<file path="config.mk">
export PLATFORM = sky130hd
export DESIGN_NAME = irq_gate_ctrl
export DESIGN_NICKNAME = d
export VERILOG_FILES = /design/src/rtl/irq_gate_pkg.sv /design/src/rtl/irq_mask_reg.sv /design/src/rtl/irq_enable_ff.sv /design/src/rtl/irq_accept_arb.sv /design/src/rtl/irq_gate_ctrl.sv
export SDC_FILE = /design/constraint.sdc
export NUM_CORES = 1
export LEC_CHECK = 0
export CELL_PAD_IN_SITES_DETAIL_PLACEMENT = 1
export CELL_PAD_IN_SITES_GLOBAL_PLACEMENT = 2
export CORE_MARGIN = 1.5
export CORE_UTILIZATION = 15
export DETAILED_ROUTE_END_ITERATION = 16
export PLACE_DENSITY_LB_ADDON = 0.05
export SYNTH_ARGS = -nofsm -noshare
export SYNTH_HDL_FRONTEND = slang
export SYNTH_SLANG_ARGS = --single-unit
export TNS_END_PERCENT = 20
</file>
<file path="constraint.sdc">
create_clock -name clk -period 3.3 [get_ports clk]
set_input_delay 0.495 -clock clk [delete_from_list [all_inputs] [get_ports clk]]
set_output_delay 0.495 -clock clk [all_outputs]
set_load 0.03 [all_outputs]
</file>
<file path="src/rtl/irq_gate_pkg.sv">
package irq_gate_pkg;
    typedef struct packed {
        logic f1;
        logic f2;
        logic inh;
    } en_state_t;

    localparam en_state_t EN_RESET = '{f1: 1'b0, f2: 1'b0, inh: 1'b0};
endpackage

</file>
<file path="src/rtl/irq_mask_reg.sv">
module irq_mask_reg #(
    parameter int                    NUM_SRC    = 4,
    parameter int                    ADDR_W     = 8,
    parameter logic [ADDR_W-1:0]     MASK_ADDR  = 8'hBB,
    parameter logic [NUM_SRC-1:0]    MASK_RESET = 4'b0001
) (
    input  logic               clk,
    input  logic               rst_n,
    input  logic               io_wr,
    input  logic               io_block,
    input  logic [ADDR_W-1:0]  io_addr,
    input  logic [NUM_SRC-1:0] wr_bits,
    output logic [NUM_SRC-1:0] mask
);
    logic [NUM_SRC-1:0] mask_d, mask_q;
    logic               hit;

    always_comb begin
        hit    = io_wr && !io_block && (io_addr == MASK_ADDR);
        mask_d = mask_q;
        if (hit) mask_d = wr_bits;
    end

    always_ff @(posedge clk or negedge rst_n) begin
        if (!rst_n) mask_q <= MASK_RESET;
        else        mask_q <= mask_d;
    end

    assign mask = mask_q;
endmodule

</file>
<file path="src/rtl/irq_enable_ff.sv">
module irq_enable_ff
    import irq_gate_pkg::*;
(
    input  logic clk,
    input  logic rst_n,
    input  logic ins_ei,
    input  logic ins_di,
    input  logic ins_retn,
    input  logic ins_boundary,
    input  logic ack_nmi,
    input  logic ack_mask,
    output logic f1,
    output logic f2,
    output logic inh
);
    en_state_t st_d, st_q;

    always_comb begin
        st_d = st_q;
        if (ins_boundary) st_d.inh = 1'b0;
        if (ack_nmi) begin
            st_d.f1 = 1'b0;
        end else if (ack_mask) begin
            st_d.f1 = 1'b0;
            st_d.f2 = 1'b0;
        end else if (ins_di) begin
            st_d.f1 = 1'b0;
            st_d.f2 = 1'b0;
        end else if (ins_ei) begin
            st_d.f1  = 1'b1;
            st_d.f2  = 1'b1;
            st_d.inh = 1'b1;
        end else if (ins_retn) begin
            st_d.f1 = st_q.f2;
        end
    end

    always_ff @(posedge clk or negedge rst_n) begin
        if (!rst_n) st_q <= EN_RESET;
        else        st_q <= st_d;
    end

    assign f1  = st_q.f1;
    assign f2  = st_q.f2;
    assign inh = st_q.inh;
endmodule

</file>
<file path="src/rtl/irq_accept_arb.sv">
module irq_accept_arb #(
    parameter int NUM_SRC = 4,
    localparam int IDX_W  = (NUM_SRC > 1) ? $clog2(NUM_SRC) : 1
) (
    input  logic [NUM_SRC-1:0] irq_req,
    input  logic [NUM_SRC-1:0] mask,
    input  logic               irq_nmi,
    input  logic               f1,
    input  logic               f2,
    input  logic               inh,
    input  logic               boundary,
    output logic [NUM_SRC-1:0] ok,
    output logic               take_valid,
    output logic               take_nmi,
    output logic [IDX_W-1:0]   take_idx
);
    logic             both_on;
    logic             pick_nmi, pick_mask;
    logic [IDX_W-1:0] best;

    assign both_on = f1 & f2;

    for (genvar g = 0; g < NUM_SRC; g++) begin : g_qual
        assign ok[g] = irq_req[g] & mask[g] & both_on;
    end

    always_comb begin
        best = '0;
        for (int i = 0; i < NUM_SRC; i++) begin
            if (ok[i]) best = IDX_W'(i);
        end
        pick_nmi   = boundary & irq_nmi;
        pick_mask  = boundary & !irq_nmi & !inh & (|ok);
        take_valid = pick_nmi | pick_mask;
        take_nmi   = pick_nmi;
        take_idx   = pick_mask ? best : '0;
    end
endmodule

</file>
<file path="src/rtl/irq_gate_ctrl.sv">
module irq_gate_ctrl #(
    parameter int                 NUM_SRC    = 4,
    parameter int                 ADDR_W     = 8,
    parameter int                 DATA_W     = 8,
    parameter logic [ADDR_W-1:0]  MASK_ADDR  = 8'hBB,
    parameter logic [NUM_SRC-1:0] MASK_RESET = 4'b0001,
    localparam int                IDX_W      = (NUM_SRC > 1) ? $clog2(NUM_SRC) : 1
) (
    input  logic               clk,
    input  logic               rst_n,
    input  logic               ins_ei,
    input  logic               ins_di,
    input  logic               ins_retn,
    input  logic               ins_boundary,
    input  logic               ack_nmi,
    input  logic               ack_mask,
    input  logic               io_wr,
    input  logic               io_block,
    input  logic [ADDR_W-1:0]  io_addr,
    input  logic [DATA_W-1:0]  io_data,
    input  logic [NUM_SRC-1:0] irq_req,
    input  logic               irq_nmi,
    output logic [NUM_SRC-1:0] irq_ok,
    output logic               take_valid,
    output logic               take_nmi,
    output logic [IDX_W-1:0]   take_idx,
    output logic               iff1,
    output logic               iff2
);
    logic [NUM_SRC-1:0] mask_q;
    logic               inh_q;

    if (DATA_W > NUM_SRC) begin : g_hi
        logic data_hi_unused;
        assign data_hi_unused = ^io_data[DATA_W-1:NUM_SRC];
    end

    irq_mask_reg #(
        .NUM_SRC(NUM_SRC), .ADDR_W(ADDR_W),
        .MASK_ADDR(MASK_ADDR), .MASK_RESET(MASK_RESET)
    ) u_mask (
        .clk(clk), .rst_n(rst_n), .io_wr(io_wr), .io_block(io_block),
        .io_addr(io_addr), .wr_bits(io_data[NUM_SRC-1:0]), .mask(mask_q)
    );

    irq_enable_ff u_en (
        .clk(clk), .rst_n(rst_n), .ins_ei(ins_ei), .ins_di(ins_di),
        .ins_retn(ins_retn), .ins_boundary(ins_boundary),
        .ack_nmi(ack_nmi), .ack_mask(ack_mask),
        .f1(iff1), .f2(iff2), .inh(inh_q)
    );

    irq_accept_arb #(.NUM_SRC(NUM_SRC)) u_arb (
        .irq_req(irq_req), .mask(mask_q), .irq_nmi(irq_nmi),
        .f1(iff1), .f2(iff2), .inh(inh_q), .boundary(ins_boundary),
        .ok(irq_ok), .take_valid(take_valid), .take_nmi(take_nmi),
        .take_idx(take_idx)
    );
endmodule

</file>
==> impl_metrics.json, run 1 <==
{
  "stdcell_area_um2": 849.6,
  "numCtsBuffers": 3,
  "synth_area_um2": 424.2,
  "clkLatencyLatePin_ns": 0.25,
  "finClkSkew_ns": 0.00003730,
  "ys_seq_area_share_pct": 41.59,
  "core_area_mm2": 0.002710,
  "synth.avg_cell_area_um2": 10.10,
  "gp_congestion": 0.6506,
  "antenna_found_initial": 0,
  "ir_drop_mv": 0.1529,
  "detail_route.iter0.violations": 0,
  "drv_cap": 0,
  "synth-xor-area-share_pct": 0,
  "start_kind": "primary input",
  "area_delta_synth_final_pct": 100.3,
  "postRouteAntennaNets": 0,
  "io_buffers": 36,
  "worstMarginPinSlew_ns": 0.3390,
  "post_cts_buffers": 0,
  "r2r_slack_ns": 2.34,
  "final_util_pct": 31.35,
  "finalSetupViolCount": 0,
  "clk_pin_slew_ns": 0.06,
  "worst_path_max_delay_cell": "clkdlybuf4s50_1",
  "die_height_um": 56.18,
  "status": "finished clean",
  "critPathMaxFanout": 4,
  "final_nets": 114,
  "viasPerCell": 4.168,
  "dieWidth_um": 56.18,
  "worstPathRequired_ns": 2.80,
  "synth_warnings": 0,
  "grt.total_usage_pct": 9.846,
  "synth_fa_ha_area_share_pct": 0,
  "drc": 0,
  "cts-root-buf": "clkbuf_4",
  "worstPathCellList": "clkdlybuf4s50_1, or4b_1, a21oi_1, clkdlybuf4s50_1",
  "synthCells": 42,
  "fin_setup_tns_ns": 0,
  "io_pins": 41,
  "grt_max_degree": 8,
  "synthSimpleGateAreaFrac_pct": 33.33,
  "grt.overflow.total": 0,
  "wl_per_cell_um": 12.40,
  "start_util_pct": 15.65,
  "fmax_mhz": 353.5,
  "cts_tree": "done",
  "cts.repair.resized": 0,
  "layout_setup_ws_ns": 0.4711,
  "hp-class": "in2async",
  "hpwl_um": 1202,
  "cts.sinks": 7,
  "clock_path_buffers": 2,
  "hold_viol_final": 0,
  "grt_pass1_wl_um": 2435,
  "crit_path_frequent_cell": "clkdlybuf4s50_1",
  "grt_pass1_vias": 533,
  "whs_ns": 0.4928,
  "ys_types": 22,
  "relSlewSlack_pct": 77.23,
  "finalCritPeriodShare_pct": 85.72,
  "hold_buffers": 0,
  "cpPeakStageDelay_ns": 0.68,
  "period_needed_ns": 2.829,
  "vias": 471,
  "drive_above_1_share_pct": 13.41,
  "rsz0062_at_grt": "no",
  "h-tree-depth": 1,
  "end_kind": "output pin",
  "p_leak_nw": 0.3202,
  "diodes": 0,
  "place_area_um2": 823.3,
  "worstPathArrival_ns": 2.33,
  "pre_cts_slack_ns": 0.4617,
  "num_rows": 19,
  "dr.pass1.iters": 1,
  "synth_top_family_by_area": "simple AND/OR/NAND/NOR gates",
  "synth-seq-cells": 7,
  "drt_wl_total_um": 1401,
  "p_per_area_mw_per_mm2": 273.2,
  "synth-compound-area-share_pct": 11.80,
  "crit_type": "in2out",
  "synth_mux_area_share_pct": 10.62,
  "dieArea_mm2": 0.003156,
  "syn-num-nets": 73,
  "drv_slew": 0
}
-- layer usage --
layer  routed length [um]  GRT usage (%)
met1                  640          12.63
met5                    0              0
met3                   79          2.093
met4                    0          4.082
met2                  682          15.97
-- metrics by stage --
stage | instances | power [mW]
after floorplan | 42 | 0.1101
after global placement | 109 | 0.1548
after detailed placement | 109 | 0.1549
after CTS | 113 | 0.2378
after global routing | 113 | 0.2450
final | 113 | 0.2321
-- path summary, 6_finish.rpt --
kind | from | end | depth (start not counted)
max in group asynchronous | rst_n | u_mask.mask[0] | 1
hold / removal | rst_n | u_mask.mask[1] | 1
min in group clk | u_mask.mask[2] | u_mask.mask[2] | 1
setup reg to reg | u_en.f1 | u_en.f1 | 3
setup / recovery | ins_boundary | take_idx[0] | 4
hold reg to reg | u_mask.mask[2] | u_mask.mask[2] | 1
-- synthesized netlist by cell type (all sizes together) --
cell	n	area, um2
a211oi	1	7.510
a21oi	2	10.01
a22oi	1	7.510
a311oi	1	8.760
and2	1	6.260
dfrtp	6	150.1
dfstp	1	26.28
inv	3	11.26
mux2	4	45.04
nand2	5	21.27
nand2b	1	6.260
nand3	1	5.000
nand4b	2	32.53
nor2	7	26.28
nor2b	1	6.260
nor4	2	27.53
o21a	1	7.510
o32ai	1	8.760
or4b	1	10.01
-- power by group --
group	leakage [nW]	total, mW	internal (mW)	switching (mW)
logic	0.213	0.0594	0.0380	0.0214
registers	0.0918	0.0933	0.0899	0.00346
clock network	0.0150	0.0793	0.0462	0.0331
-- logic make-up after synthesis --
logic type / Yosys count
DFF: 7
muxes: 4
buffers and inverters: 3
and+or+nand+nor: 21
AOI/OAI and AO/OA: 7
-- final cells by class --
type,count,area [um2]
fillers,338,1861
repair buffers,36,360.3
multi-input cells,32,236.5
flip-flops and latches,7,176.4
well taps,31,38.79
clock buffers,4,26.28
inverters,3,11.26
-- critical path: cells and delay by family --
kind / cells / cell delay (ns)
buffers and inverters: 2 / 1.21
and+or+nand+nor: 1 / 0.48
AOI/OAI and AO/OA: 1 / 0.14
-- flip-flops by register name (all words and copies together) (netlist names) --
name and cells:
u_en.f1 1, u_en.f2 1, u_en.inh 1, u_mask.mask 4
-- cell usage in the layout, fill, tap and decap left out, types with 2 or more instances in the layout --
master,synthesis,routed
clkdlybuf4s50_1,0,36
clkbuf_4,0,3
nand2_1,4,4
inv_1,3,3
mux2_2,4,4
nor2_1,7,7
a21oi_1,2,2
dfrtp_1,6,6
No activity file was read; power rests on OpenSTA's default activity.
==> run 2: changes to the inputs <==
Settings changed: ABC_AREA from default to 1, CORE_UTILIZATION 15 to 26, CTS_BUF_LIST from default to sky130_fd_sc_hd__clkbuf_2, DONT_BUFFER_PORTS from default to 1.
==> run 2 against run 1 <==
Against the previous run: synthesized cell count increased by 48%; global-route usage grew 1.6 points; critical path type is now reg2out; via count fell by 14%; total power fell by 27%.
==> impl_metrics.json, run 2 <==
{
  "status": "finished clean",
  "finalSetupViolCount": 0,
  "finalCritPeriodShare_pct": 76.44,
  "worstMarginPinSlew_ns": 0.5433,
  "layout_setup_ws_ns": 0.7775,
  "detail_route.iter0.violations": 0,
  "ys_types": 14,
  "mostFrequentLayoutCells": "24 x nand2_1, 10 x nor2_1, 7 x inv_1, 6 x dfrtp_1",
  "synth_most_common_cell": "nand2_1",
  "drt_wl_total_um": 952,
  "post_cts_buffers": 0,
  "hpwl_um": 813.7,
  "drc": 0,
  "async_reset_ff_share_pct": 100.0,
  "period_needed_ns": 2.522,
  "wl_met2_um": 407,
  "cts_tree": "done",
  "final_common_cell": "nand2_1",
  "antenna_found_initial": 0,
  "synth_top_cells_by_count": "24 x nand2_1, 10 x nor2_1, 7 x inv_1, 6 x dfrtp_1, 4 x nand4_1",
  "grt_pass1_wl_um": 1573,
  "largest_reg_flops": 4,
  "postRouteAntennaNets": 0,
  "ir_drop_mv": 0.1382,
  "syn-num-nets": 93,
  "swShare_pct": 25.60,
  "relSlewSlack_pct": 63.65,
  "grt.overflow.total": 0,
  "synth_top_area_share_pct": 35.50,
  "dieArea_mm2": 0.001877,
  "drv_cap": 0,
  "crit_type": "reg2out",
  "pwr-share-clk_pct": 34.7,
  "whs_ns": 0.1227,
  "fin_setup_tns_ns": 0,
  "synth_largest_area_cell": "dfrtp_1",
  "core_area_mm2": 0.001506,
  "final_util_pct": 32.39,
  "worst_path_max_delay_cell": "dfrtp_1",
  "worstPathRequired_ns": 2.80,
  "die_height_um": 43.33,
  "numCtsBuffers": 3,
  "h-tree-depth": 1,
  "pwr-share-comb_pct": 9.6,
  "synth.avg_cell_area_um2": 6.821,
  "finClkSkew_ns": 0.00003939,
  "io_pins": 41,
  "dr.pass1.iters": 1,
  "final_nets": 101,
  "pre_cts_slack_ns": 0.9807,
  "synth_edf_count": 0,
  "p_total_mw": 0.1704,
  "top_layer_used": "met4",
  "end_kind": "output pin",
  "hold_buffers": 1,
  "grt_max_degree": 7,
  "diodes": 0,
  "drive_above_1_share_pct": 15.94,
  "num_rows": 14,
  "synth-seq-cells": 7,
  "ys_seq_area_share_pct": 41.72,
  "worstPathCellList": "nand2_2, nor2_2, nor2_1, nand2_1, nand2_1, nor2_1",
  "clock_path_buffers": 2,
  "rsz0062_at_grt": "no",
  "start_kind": "flip-flop",
  "worstPathArrival_ns": 2.03,
  "start_util_pct": 28.07,
  "p_switching_mw": 0.04363,
  "pwr-share-seq_pct": 55.6,
  "wl_per_cell_um": 11.20,
  "drv_slew": 0,
  "area_delta_synth_final_pct": 15.38,
  "critPathMaxFanout": 4,
  "grt_pass1_vias": 401,
  "synth_warnings": 0,
  "vias": 404,
  "synth_area_um2": 422.9,
  "synthTopCellsByArea": "dfrtp_1 36%, nand2_1 21%, nor2_1 8.9%",
  "grt.total_usage_pct": 11.44,
  "cpPeakStageDelay_ns": 0.58,
  "wl_met1_um": 436,
  "dieWidth_um": 43.33,
  "io_buffers": 0,
  "clkLatencyLatePin_ns": 0.21,
  "p_per_area_mw_per_mm2": 349.3,
  "hp-class": "in2async",
  "cts.repair.resized": 0,
  "hold_viol_final": 0,
  "synth_flop_cell": "dfrtp_1",
  "viasPerCell": 4.753,
  "p_leak_nw": 0.2554,
  "clk_pin_slew_ns": 0.06,
  "gp_congestion": 0.7188,
  "fmax_mhz": 396.4,
  "cts.sinks": 7,
  "met3_length_um": 88,
  "synthCells": 62,
  "p_int_mw": 0.1268,
  "cts-root-buf": "clkbuf_2"
}
[run 2: cell count changes after synthesis, moves of 2 or more]
cell / before / now
nor2_2: 0 / 2
nand2_1: 4 / 24
nand4_1: 0 / 4
nor2_1: 7 / 10
inv_1: 3 / 7
mux2_2: 4 / 0
[run 2: worst paths after layout]
kind                       cells past startpoint  slack [ns]           start              to
max                                            6        0.78         u_en.f2     take_idx[1]
min                                            0        0.12           rst_n  u_mask.mask[0]
max in group asynchronous                      1        2.50           rst_n         u_en.f1
min in group clk                               2        0.40      io_data[0]  u_mask.mask[0]
min reg2reg                                    2        0.47  u_mask.mask[0]  u_mask.mask[0]
max reg2reg                                    2        2.35         u_en.f2         u_en.f1
[run 2: power groups by stage]
stage               clock network [mW]  registers (mW)  logic (mW)
floorplan                            0          0.0956      0.0129
global placement                     0          0.0965      0.0142
detailed placement                   0          0.0965      0.0144
CTS                             0.0624          0.0949      0.0166
global route                    0.0710          0.0952      0.0189
finish                          0.0592          0.0948      0.0164
[run 2: layout make-up]
| type | count | area (um2) |
|---|---|---|
| sequential | 7 | 176.4 |
| tap | 16 | 20.02 |
| fill | 205 | 1018 |
| timing repair buffer | 3 | 25.02 |
| multi-input combinational | 48 | 220.2 |
| inverter | 7 | 26.28 |
| clock buffer | 4 | 20.02 |
[run 2: kinds of logic after synthesis]
| kind of cell | share of synthesized area, % |
|---|---|
| AND/OR/NAND/NOR | 46.75 |
| flip-flops | 41.72 |
| buffers and inverters | 6.214 |
| AO/OA/AOI/OAI | 5.325 |
[run 2: layer usage]
metal | vias to the layer above | global-route usage [%]
met4 | 0 | 7.273
li1 | 211 | -
met5 | - | 0
met3 | 2 | 3.333
met1 | 165 | 13.72
met2 | 26 | 17.91
[run 2: per-stage QoR]
step / instances / area [um2]
after global routing: 85 / 488.0
after global placement: 80 / 457.9
final: 85 / 488.0
after CTS: 85 / 488.0
after detailed placement: 80 / 457.9
after floorplan: 62 / 422.9
[run 2: worst max-delay path, delay by kind of cell (launching register included)]
| kind | cells | cell delay [ns] |
|---|---|---|
| AND/OR/NAND/NOR | 6 | 1.24 |
| flip-flops | 1 | 0.58 |
